**config.mk**
```make
export PLATFORM = sky130hd
export DESIGN_NAME = vm_stub_router
export DESIGN_NICKNAME = d
export VERILOG_FILES = /design/src/rtl/vmr_pkg.sv /design/src/rtl/vmr_reader.sv /design/src/rtl/vmr_binner.sv /design/src/rtl/vmr_bin_writer.sv /design/src/rtl/vm_stub_router.sv
export SDC_FILE = /design/constraint.sdc
export NUM_CORES = 1
export LEC_CHECK = 0
export ABC_CLOCK_PERIOD_IN_PS = 6950
export BUFFER_PORTS_ARGS = -buffer_cell sky130_fd_sc_hd__buf_2
export CAP_MARGIN = 20
export CORE_MARGIN = 2
export CORE_UTILIZATION = 48
export DETAILED_ROUTE_END_ITERATION = 7
export PLACE_DENSITY = 0.74
export SLEW_MARGIN = 20
export SYNTH_ARGS = -nofsm -noshare
export SYNTH_HDL_FRONTEND = slang
export SYNTH_HIERARCHICAL = 1
export SYNTH_SLANG_ARGS = --single-unit
```
**constraint.sdc**
```tcl
create_clock -name clk -period 6.95 [get_ports clk]
set_input_delay 1.39 -clock clk [delete_from_list [all_inputs] [get_ports clk]]
set_output_delay 1.39 -clock clk [all_outputs]
set_load 0.02 [all_outputs]
```
**src/rtl/vmr_pkg.sv**
```systemverilog
package vmr_pkg;
  typedef enum logic {LAYOUT_INNER = 1'b0, LAYOUT_OUTER = 1'b1} vmr_layout_e;

  // Stub field positions (MSB of each field)
  localparam int PHI_MSB      = 13;
  localparam int Z_MSB_INNER  = 25;
  localparam int Z_MSB_OUTER  = 21;
endpackage

```
**src/rtl/vmr_reader.sv**
```systemverilog
module vmr_reader #(
  parameter int N_IN   = 3,
  parameter int IN_AW  = 5,
  parameter int EVT_W  = 2,
  parameter int IDX_W  = 6,
  parameter int BUDGET = 48,
  localparam int CNT_W = IN_AW + 1,
  localparam int SEL_W = (N_IN > 1) ? $clog2(N_IN) : 1,
  localparam int ISS_W = $clog2(BUDGET + 1)
) (
  input  logic                          clk,
  input  logic                          rst_n,
  input  logic                          start_i,
  input  logic [EVT_W-1:0]              evt_i,
  input  logic [N_IN*CNT_W-1:0]         cnt_i,
  output logic [N_IN*(EVT_W+IN_AW)-1:0] raddr_o,
  output logic                          iss_vld_o,
  output logic [SEL_W-1:0]              iss_sel_o,
  output logic [IDX_W-1:0]              iss_idx_o,
  output logic [EVT_W-1:0]              iss_evt_o
);
  logic             active_q, active_d;
  logic [EVT_W-1:0] evt_q, evt_d;
  logic [CNT_W-1:0] ptr_q [N_IN];
  logic [CNT_W-1:0] ptr_d [N_IN];
  logic [CNT_W-1:0] cnt_q [N_IN];
  logic [CNT_W-1:0] cnt_d [N_IN];
  logic [SEL_W-1:0] rr_q, rr_d, pick;
  logic [ISS_W-1:0] issued_q, issued_d;
  logic [N_IN-1:0]  has;
  logic             found, go;

  always_comb begin
    for (int i = 0; i < N_IN; i++) has[i] = ptr_q[i] < cnt_q[i];
    found = 1'b0;
    pick  = '0;
    for (int k = 0; k < N_IN; k++) begin
      if (!found && has[(int'(rr_q) + k) % N_IN]) begin
        found = 1'b1;
        pick  = SEL_W'((int'(rr_q) + k) % N_IN);
      end
    end
    go = active_q && !start_i && found && (issued_q < ISS_W'(BUDGET));
  end

  always_comb begin
    active_d = active_q;
    evt_d    = evt_q;
    rr_d     = rr_q;
    issued_d = issued_q;
    for (int i = 0; i < N_IN; i++) begin
      ptr_d[i] = ptr_q[i];
      cnt_d[i] = cnt_q[i];
    end
    if (start_i) begin
      active_d = 1'b1;
      evt_d    = evt_i;
      rr_d     = '0;
      issued_d = '0;
      for (int i = 0; i < N_IN; i++) begin
        ptr_d[i] = '0;
        cnt_d[i] = cnt_i[i*CNT_W +: CNT_W];
      end
    end else if (go) begin
      ptr_d[pick] = ptr_q[pick] + 1'b1;
      issued_d    = issued_q + 1'b1;
      rr_d        = (pick == SEL_W'(N_IN - 1)) ? '0 : pick + SEL_W'(1);
    end else if (active_q) begin
      active_d = 1'b0;
    end
  end

  always_ff @(posedge clk or negedge rst_n) begin
    if (!rst_n) begin
      active_q <= 1'b0;
      evt_q    <= '0;
      rr_q     <= '0;
      issued_q <= '0;
      for (int i = 0; i < N_IN; i++) begin
        ptr_q[i] <= '0;
        cnt_q[i] <= '0;
      end
    end else begin
      active_q <= active_d;
      evt_q    <= evt_d;
      rr_q     <= rr_d;
      issued_q <= issued_d;
      for (int i = 0; i < N_IN; i++) begin
        ptr_q[i] <= ptr_d[i];
        cnt_q[i] <= cnt_d[i];
      end
    end
  end

  // Issue stage: memory data arrives together with these registers
  always_ff @(posedge clk or negedge rst_n) begin
    if (!rst_n) begin
      iss_vld_o <= 1'b0;
      iss_sel_o <= '0;
      iss_idx_o <= '0;
      iss_evt_o <= '0;
    end else begin
      iss_vld_o <= go;
      if (go) begin
        iss_sel_o <= pick;
        iss_idx_o <= IDX_W'(issued_q);
        iss_evt_o <= evt_q;
      end
    end
  end

  for (genvar i = 0; i < N_IN; i++) begin : g_addr
    assign raddr_o[i*(EVT_W+IN_AW) +: (EVT_W+IN_AW)] = {evt_q, ptr_q[i][IN_AW-1:0]};
  end


  budget_chk: assert property (@(posedge clk) disable iff (!rst_n)
    issued_q <= ISS_W'(BUDGET));


  start_clr_chk: assert property (@(posedge clk) disable iff (!rst_n)
    start_i |=> (active_q && issued_q == '0 && !iss_vld_o));
endmodule

```
**src/rtl/vmr_binner.sv**
```systemverilog
module vmr_binner
  import vmr_pkg::*;
#(
  parameter vmr_layout_e LAYOUT = LAYOUT_INNER,
  parameter int STUB_W = 36,
  parameter int IDX_W  = 6,
  parameter int PHI_CB = 2,
  parameter int Z_CB   = 1,
  parameter int PHI_FB = 3,
  parameter int Z_FB   = 2,
  localparam int BIN_W = PHI_CB + Z_CB,
  localparam int ENT_W = IDX_W + Z_FB + PHI_FB
) (
  input  logic [STUB_W-1:0] stub_i,
  input  logic [IDX_W-1:0]  idx_i,
  output logic [BIN_W-1:0]  bin_o,
  output logic [ENT_W-1:0]  entry_o
);
  logic [PHI_CB-1:0] phi_c;
  logic [PHI_FB-1:0] phi_f;
  logic [Z_CB-1:0]   z_c;
  logic [Z_FB-1:0]   z_f;
  logic              unused_stub;

  assign phi_c = stub_i[PHI_MSB -: PHI_CB];
  assign phi_f = stub_i[PHI_MSB-PHI_CB -: PHI_FB];

  if (LAYOUT == LAYOUT_INNER) begin : g_inner
    assign z_c = stub_i[Z_MSB_INNER -: Z_CB];
    assign z_f = stub_i[Z_MSB_INNER-Z_CB -: Z_FB];
  end else begin : g_outer
    assign z_c = stub_i[Z_MSB_OUTER -: Z_CB];
    assign z_f = stub_i[Z_MSB_OUTER-Z_CB -: Z_FB];
  end

  assign unused_stub = ^stub_i;
  assign bin_o   = {z_c, phi_c};
  assign entry_o = {idx_i, z_f, phi_f};
endmodule

```
**src/rtl/vmr_bin_writer.sv**
```systemverilog
module vmr_bin_writer #(
  parameter int STUB_W = 36,
  parameter int EVT_W  = 2,
  parameter int IDX_W  = 6,
  parameter int BIN_W  = 3,
  parameter int ENT_W  = 11,
  parameter int VM_AW  = 3,
  localparam int N_VM  = 2 ** BIN_W
) (
  input  logic                   clk,
  input  logic                   rst_n,
  input  logic                   start_i,
  input  logic                   vld_i,
  input  logic [EVT_W-1:0]       evt_i,
  input  logic [IDX_W-1:0]       idx_i,
  input  logic [STUB_W-1:0]      stub_i,
  input  logic [BIN_W-1:0]       bin_i,
  input  logic [ENT_W-1:0]       entry_i,
  output logic                   all_we_o,
  output logic [EVT_W+IDX_W-1:0] all_waddr_o,
  output logic [STUB_W-1:0]      all_wdata_o,
  output logic [N_VM-1:0]        vm_we_o,
  output logic [EVT_W+VM_AW-1:0] vm_waddr_o,
  output logic [ENT_W-1:0]       vm_wdata_o,
  output logic [IDX_W:0]         drop_cnt_o
);
  logic [N_VM-1:0][VM_AW:0] fill_q, fill_d;
  logic [N_VM-1:0]          vm_we_d;
  logic [IDX_W:0]           drop_d;
  logic                     full;

  assign full = fill_q[bin_i][VM_AW];

  always_comb begin
    for (int b = 0; b < N_VM; b++) begin
      vm_we_d[b] = vld_i && !full && (bin_i == BIN_W'(b));
      if (start_i)        fill_d[b] = '0;
      else if (vm_we_d[b]) fill_d[b] = fill_q[b] + 1'b1;
      else                fill_d[b] = fill_q[b];
    end
    if (start_i)            drop_d = '0;
    else if (vld_i && full) drop_d = drop_cnt_o + 1'b1;
    else                    drop_d = drop_cnt_o;
  end

  always_ff @(posedge clk or negedge rst_n) begin
    if (!rst_n) begin
      fill_q      <= '0;
      drop_cnt_o  <= '0;
      all_we_o    <= 1'b0;
      vm_we_o     <= '0;
      all_waddr_o <= '0;
      all_wdata_o <= '0;
      vm_waddr_o  <= '0;
      vm_wdata_o  <= '0;
    end else begin
      fill_q     <= fill_d;
      drop_cnt_o <= drop_d;
      all_we_o   <= vld_i;
      vm_we_o    <= vm_we_d;
      if (vld_i) begin
        all_waddr_o <= {evt_i, idx_i};
        all_wdata_o <= stub_i;
        vm_waddr_o  <= {evt_i, fill_q[bin_i][VM_AW-1:0]};
        vm_wdata_o  <= entry_i;
      end
    end
  end


  onehot_bin_chk: assert property (@(posedge clk) disable iff (!rst_n)
    $onehot0(vm_we_o));


  all_follow_chk: assert property (@(posedge clk) disable iff (!rst_n)
    vld_i |=> all_we_o);


  idx_step_chk: assert property (@(posedge clk) disable iff (!rst_n)
    (all_we_o && $past(all_we_o)) |->
      (all_waddr_o[IDX_W-1:0] == $past(all_waddr_o[IDX_W-1:0]) + 1'b1));

  for (genvar g = 0; g < N_VM; g++) begin : g_cap

    fill_cap_chk: assert property (@(posedge clk) disable iff (!rst_n)
      fill_q[g] <= (VM_AW+1)'(2 ** VM_AW));
  end
endmodule

```
**src/rtl/vm_stub_router.sv**
```systemverilog
module vm_stub_router
  import vmr_pkg::*;
#(
  parameter vmr_layout_e LAYOUT = LAYOUT_INNER,
  parameter int N_IN   = 3,
  parameter int STUB_W = 36,
  parameter int IN_AW  = 5,
  parameter int EVT_W  = 2,
  parameter int IDX_W  = 6,
  parameter int BUDGET = 48,
  parameter int PHI_CB = 2,
  parameter int Z_CB   = 1,
  parameter int PHI_FB = 3,
  parameter int Z_FB   = 2,
  parameter int VM_AW  = 3,
  localparam int CNT_W = IN_AW + 1,
  localparam int BIN_W = PHI_CB + Z_CB,
  localparam int N_VM  = 2 ** BIN_W,
  localparam int ENT_W = IDX_W + Z_FB + PHI_FB,
  localparam int SEL_W = (N_IN > 1) ? $clog2(N_IN) : 1
) (
  input  logic                          clk,
  input  logic                          rst_n,
  input  logic                          start_i,
  input  logic [EVT_W-1:0]              evt_i,
  input  logic [N_IN*CNT_W-1:0]         in_cnt_i,
  output logic [N_IN*(EVT_W+IN_AW)-1:0] in_raddr_o,
  input  logic [N_IN*STUB_W-1:0]        in_rdata_i,
  output logic                          all_we_o,
  output logic [EVT_W+IDX_W-1:0]        all_waddr_o,
  output logic [STUB_W-1:0]             all_wdata_o,
  output logic [N_VM-1:0]               vm_we_o,
  output logic [EVT_W+VM_AW-1:0]        vm_waddr_o,
  output logic [ENT_W-1:0]              vm_wdata_o,
  output logic [IDX_W:0]                drop_cnt_o
);
  logic              iss_vld;
  logic [SEL_W-1:0]  iss_sel;
  logic [IDX_W-1:0]  iss_idx;
  logic [EVT_W-1:0]  iss_evt;
  logic [STUB_W-1:0] stub;
  logic [BIN_W-1:0]  bin;
  logic [ENT_W-1:0]  entry;

  vmr_reader #(
    .N_IN(N_IN), .IN_AW(IN_AW), .EVT_W(EVT_W), .IDX_W(IDX_W), .BUDGET(BUDGET)
  ) u_reader (
    .clk(clk), .rst_n(rst_n), .start_i(start_i), .evt_i(evt_i),
    .cnt_i(in_cnt_i), .raddr_o(in_raddr_o),
    .iss_vld_o(iss_vld), .iss_sel_o(iss_sel), .iss_idx_o(iss_idx), .iss_evt_o(iss_evt)
  );

  always_comb begin
    stub = '0;
    for (int i = 0; i < N_IN; i++)
      if (iss_sel == SEL_W'(i)) stub = in_rdata_i[i*STUB_W +: STUB_W];
  end

  vmr_binner #(
    .LAYOUT(LAYOUT), .STUB_W(STUB_W), .IDX_W(IDX_W),
    .PHI_CB(PHI_CB), .Z_CB(Z_CB), .PHI_FB(PHI_FB), .Z_FB(Z_FB)
  ) u_binner (
    .stub_i(stub), .idx_i(iss_idx), .bin_o(bin), .entry_o(entry)
  );

  vmr_bin_writer #(
    .STUB_W(STUB_W), .EVT_W(EVT_W), .IDX_W(IDX_W),
    .BIN_W(BIN_W), .ENT_W(ENT_W), .VM_AW(VM_AW)
  ) u_writer (
    .clk(clk), .rst_n(rst_n), .start_i(start_i), .vld_i(iss_vld),
    .evt_i(iss_evt), .idx_i(iss_idx), .stub_i(stub), .bin_i(bin), .entry_i(entry),
    .all_we_o(all_we_o), .all_waddr_o(all_waddr_o), .all_wdata_o(all_wdata_o),
    .vm_we_o(vm_we_o), .vm_waddr_o(vm_waddr_o), .vm_wdata_o(vm_wdata_o),
    .drop_cnt_o(drop_cnt_o)
  );

  initial begin

    budget_fits_chk: assert (BUDGET <= 2 ** IDX_W);
  end
endmodule

```
==> run_results.csv <==
group,metric,value,unit
outcome,status,"completed",
floorplan,initial_utilization,48.9,%
routing,drt-initial-drc-count,248,
yosys,synthAdderAreaFrac,4.13,%
yosys,yosysSeqAreaShare,46.9,%
floorplan,io_pins,228,
worst_setup_path,worstSetupPathType,"reg2reg",
power_and_ir_drop,power.total,3.82,mW
cells_and_area,final_util,57.8,%
yosys,synth_top_family_by_area,"multiplexers",
cells_and_area,drive_above_1_share,40.1,%
routing,top_layer_used,"met4",
worst_setup_path,cp.arrival,4060,ps
yosys,yosysTopAreaCell,"dfrtp_1",
worst_setup_path,critPathMaxStageDelay,790,ps
placed_design,gp_congestion,0.873,
power_and_ir_drop,p_int,2.41,mW
yosys,synth_ff_type,"dfrtp_1",
worst_setup_path,cp_slowest_cell,"dfrtp_1",
worst_setup_path,required,7250,ps
power_and_ir_drop,combPwrFrac,38.2,%
routing,wirelength,20.9,mm
routing,drc_errors,0,
worst_setup_path,crit_path_cell_trace,"buf_4, nor2b_4, buf_4, o2bb2ai_2, mux4_2, nor2b_2, nor2_1, mux2_1",
yosys,synth_mux_area_share,17.1,%
routing,wl_met1,9.07,mm
yosys,syn_nets,908,
yosys,synth_xor_area_share,2.20,%
floorplan,rows,49,
cells_and_area,final_nets,1084,
routing,ant_nets,0,
sta,setup_viol,0,
worst_setup_path,start_kind,"flip-flop",
power_and_ir_drop,pwr-share-clk,26.9,%
yosys,synthesis.area,0.00875,mm²
floorplan,fp.dieW,139,µm
cells_and_area,antenna_cells,0,
routing,routedWlPerCell,17.9,µm
sta,rsz0062_at_grt,"false",
power_and_ir_drop,p_leak,4.92,nW
placed_design,dpl.hpwl,15.1,mm
global_route,grt_pass1_wl,33.4,mm
sta,hold_viol,0,
yosys,yosys.area_share.simple,10.1,%
yosys,synth-edff-count,0,
clocking,htree_levels,4,
yosys,synth_compound_area_share,12.1,%
placed_design,port_buffers,227,
run,drv_cap,0,
global_route,grt.total_usage,21.7,%
power_and_ir_drop,seqPwrFrac,34.8,%
clocking,cts_setup_buffers,0,
sta,worst_pin_slew,891,ps
sta,fin_crit,3750,ps
routing,met2WireLength,10.3,mm
routing,first_pass_iters,4,
clocking,cts.path.max_buffers,2,
sta,timing.fmax,0.267,GHz
floorplan,core_area,0.0179,mm²
yosys,synth-async-reset-ratio,100,%
yosys,synth_top_cells_by_count,"164 x dfrtp_1, 73 x mux2_2, 54 x nor2_1, 50 x mux2i_1, 37 x o21ai_0",
floorplan,dieArea,0.0193,mm²
global_route,antenna_found_initial,0,
yosys,yosysMostFrequentCell,"dfrtp_1",
sta,relSlewSlack,40.2,%
power_and_ir_drop,switching_share,37.1,%
clocking,cts_buffers,17,
power_and_ir_drop,p_switching,1.42,mW
yosys,ys_ff_latch,164,
sta,fin_crit_sh,54.0,%
clocking,clk_pin_slew,60,ps
min_path,hp-class,"reg2reg",
power_and_ir_drop,vdd_drop_max,0.204,mV
cells_and_area,syn_to_final_growth,18.3,%
worst_setup_path,crit_top_cell,"buf_4",
clocking,insertion_delay,430,ps
sta,tns,0,ps
yosys,yosys.area.top_type_share,46.9,%
routing,via_per_inst,5.49,
yosys,synth.distinct_cells,68,
global_route,grt_overflow,0,
clocking,cts.sinks,164,
sta,skew,10.4,ps
routing,vias,6404,
yosys,netlist_top_cells_area,"dfrtp_1 47%, mux2_2 9.4%, mux2i_1 5.7%",
clocking,cts_repair_resize_count,0,
routing,met3_wirelength,1.07,mm
power_and_ir_drop,power_density,369,mW/mm²
worst_setup_path,critPathCaptureType,"flip-flop",
global_route,grt_max_degree,84,
sta,drv_slew,0,
clocking,cts_root_buffer,"clkbuf_16",
yosys,synthCells,749,
global_route,grt_pass1_vias,6376,
yosys,yosys_warnings,6,
clocking,cts_tree,"done",
floorplan,die_h,139,µm
worst_setup_path,cp_max_fo,36,
clocking,holdBufCountCts,0,
yosys,syn_area_per_cell,11.7,µm²
[flip-flops by register name (all words and copies together), names as in the netlist, 2 cells and up]
register / cells
u_reader/raddr_o: 15
u_writer/vm_waddr_o: 3
u_writer/vm_wdata_o: 11
u_reader/iss_sel_o: 2
u_writer/drop_cnt_o: 7
u_writer/fill_q: 32
u_writer/vm_we_o: 8
u_reader/cnt_q: 18
u_reader/issued_q: 6
u_reader/ptr_q: 3
u_reader/iss_idx_o: 6
u_reader/rr_q: 2
u_reader/iss_evt_o: 2
u_writer/all_wdata_o: 36
u_writer/all_waddr_o: 8
u_reader/evt_q: 2
[cell families after synthesis]
kind of cell               count (synthesis)
DFF                                      164
and+or+nand+nor                          163
AOI/OAI and AO/OA                        134
muxes                                    131
buffers and inverters                    106
adders and majority gates                 29
xor gates and xnor gates                  22
[area by class of cell]
cell class,instances,area (µm²)
clock inverters,13,205
clock buffers,19,443
fillers,1481,7550
inverters,27,101
flip-flops and latches,164,4110
multi-input cells,479,4000
repair buffers,236,1210
well taps,229,287
[metal layers]
metal | up-vias | GRT usage (%)
met4 | 0 | 7.39
met5 | - | 0
met1 | 3155 | 27.3
met2 | 207 | 37.0
li1 | 3014 | -
met3 | 28 | 5.11
[worst max-delay path: cells and delay by family, from the launching register on]
family          cells  cell delay, ps
mux                 2             930
simple gates        3             640
buf+inv             2             780
flops               1             790
compound gates      1             460
[power groups by stage]
stage          Sequential [mW]  Clock, mW  Combinational [mW]
2_1_floorplan             1.50          0               0.973
3_3_place_gp              1.34          0                1.43
3_5_place_dp              1.35          0                1.46
4_1_cts                   1.33       1.05                1.46
5_1_grt                   1.36       1.09                1.58
6_report                  1.33       1.03                1.46
[final timing paths]
path | from | endpoint | slack (ps) | cells past startpoint
setup / recovery | u_reader/iss_sel_o[1] | u_writer/drop_cnt_o[0] | 3200 | 8
hold / removal | u_writer/vm_wdata_o[0] | u_writer/vm_wdata_o[0] | 500 | 1
setup reg to reg | u_reader/iss_sel_o[1] | u_writer/drop_cnt_o[0] | 3200 | 8
hold reg to reg | u_writer/vm_wdata_o[0] | u_writer/vm_wdata_o[0] | 500 | 1
max in group asynchronous | rst_n | u_reader/iss_vld_o | 4790 | 2
min in group asynchronous | rst_n | u_writer/all_wdata_o[26] | 870 | 1
[cells in the final DEF (no fill, tap or decap), types with 4 or more instances in the layout]
cell | synthesis | routed
buf_2 | 10 | 226
dfrtp_1 | 164 | 162
mux2_2 | 73 | 73
nor2_1 | 54 | 54
mux2i_1 | 50 | 50
o21ai_0 | 37 | 37
nand2_1 | 30 | 30
ha_1 | 28 | 28
inv_1 | 27 | 27
o2bb2ai_1 | 26 | 26
clkbuf_16 | 0 | 17
nand3b_1 | 15 | 15
xnor2_1 | 15 | 15
a21oi_1 | 11 | 11
nand3_1 | 11 | 11
o2bb2ai_2 | 10 | 10
nand2b_1 | 9 | 9
a41oi_1 | 9 | 9
o21ai_1 | 9 | 9
buf_4 | 36 | 8
xor2_1 | 7 | 7
bufinv_16 | 0 | 5
nor2b_1 | 5 | 5
nor3_2 | 5 | 5
mux4_2 | 5 | 5
nand4_1 | 4 | 4
a31oi_1 | 4 | 4
o21a_1 | 4 | 4
nor3_1 | 4 | 4
o31ai_1 | 4 | 4
nor4b_1 | 4 | 4
[metrics by stage]
step	worst slack, ps	cells	hold slack, ps	instance area [µm²]
2_1_floorplan	3910	749	383	8750
3_3_place_gp	3110	1134	485	9690
3_5_place_dp	3140	1135	490	9700
4_1_cts	3160	1167	504	10400
5_1_grt	2980	1167	522	10400
6_report	3200	1167	501	10400
No activity file was read; power rests on OpenSTA's default activity.
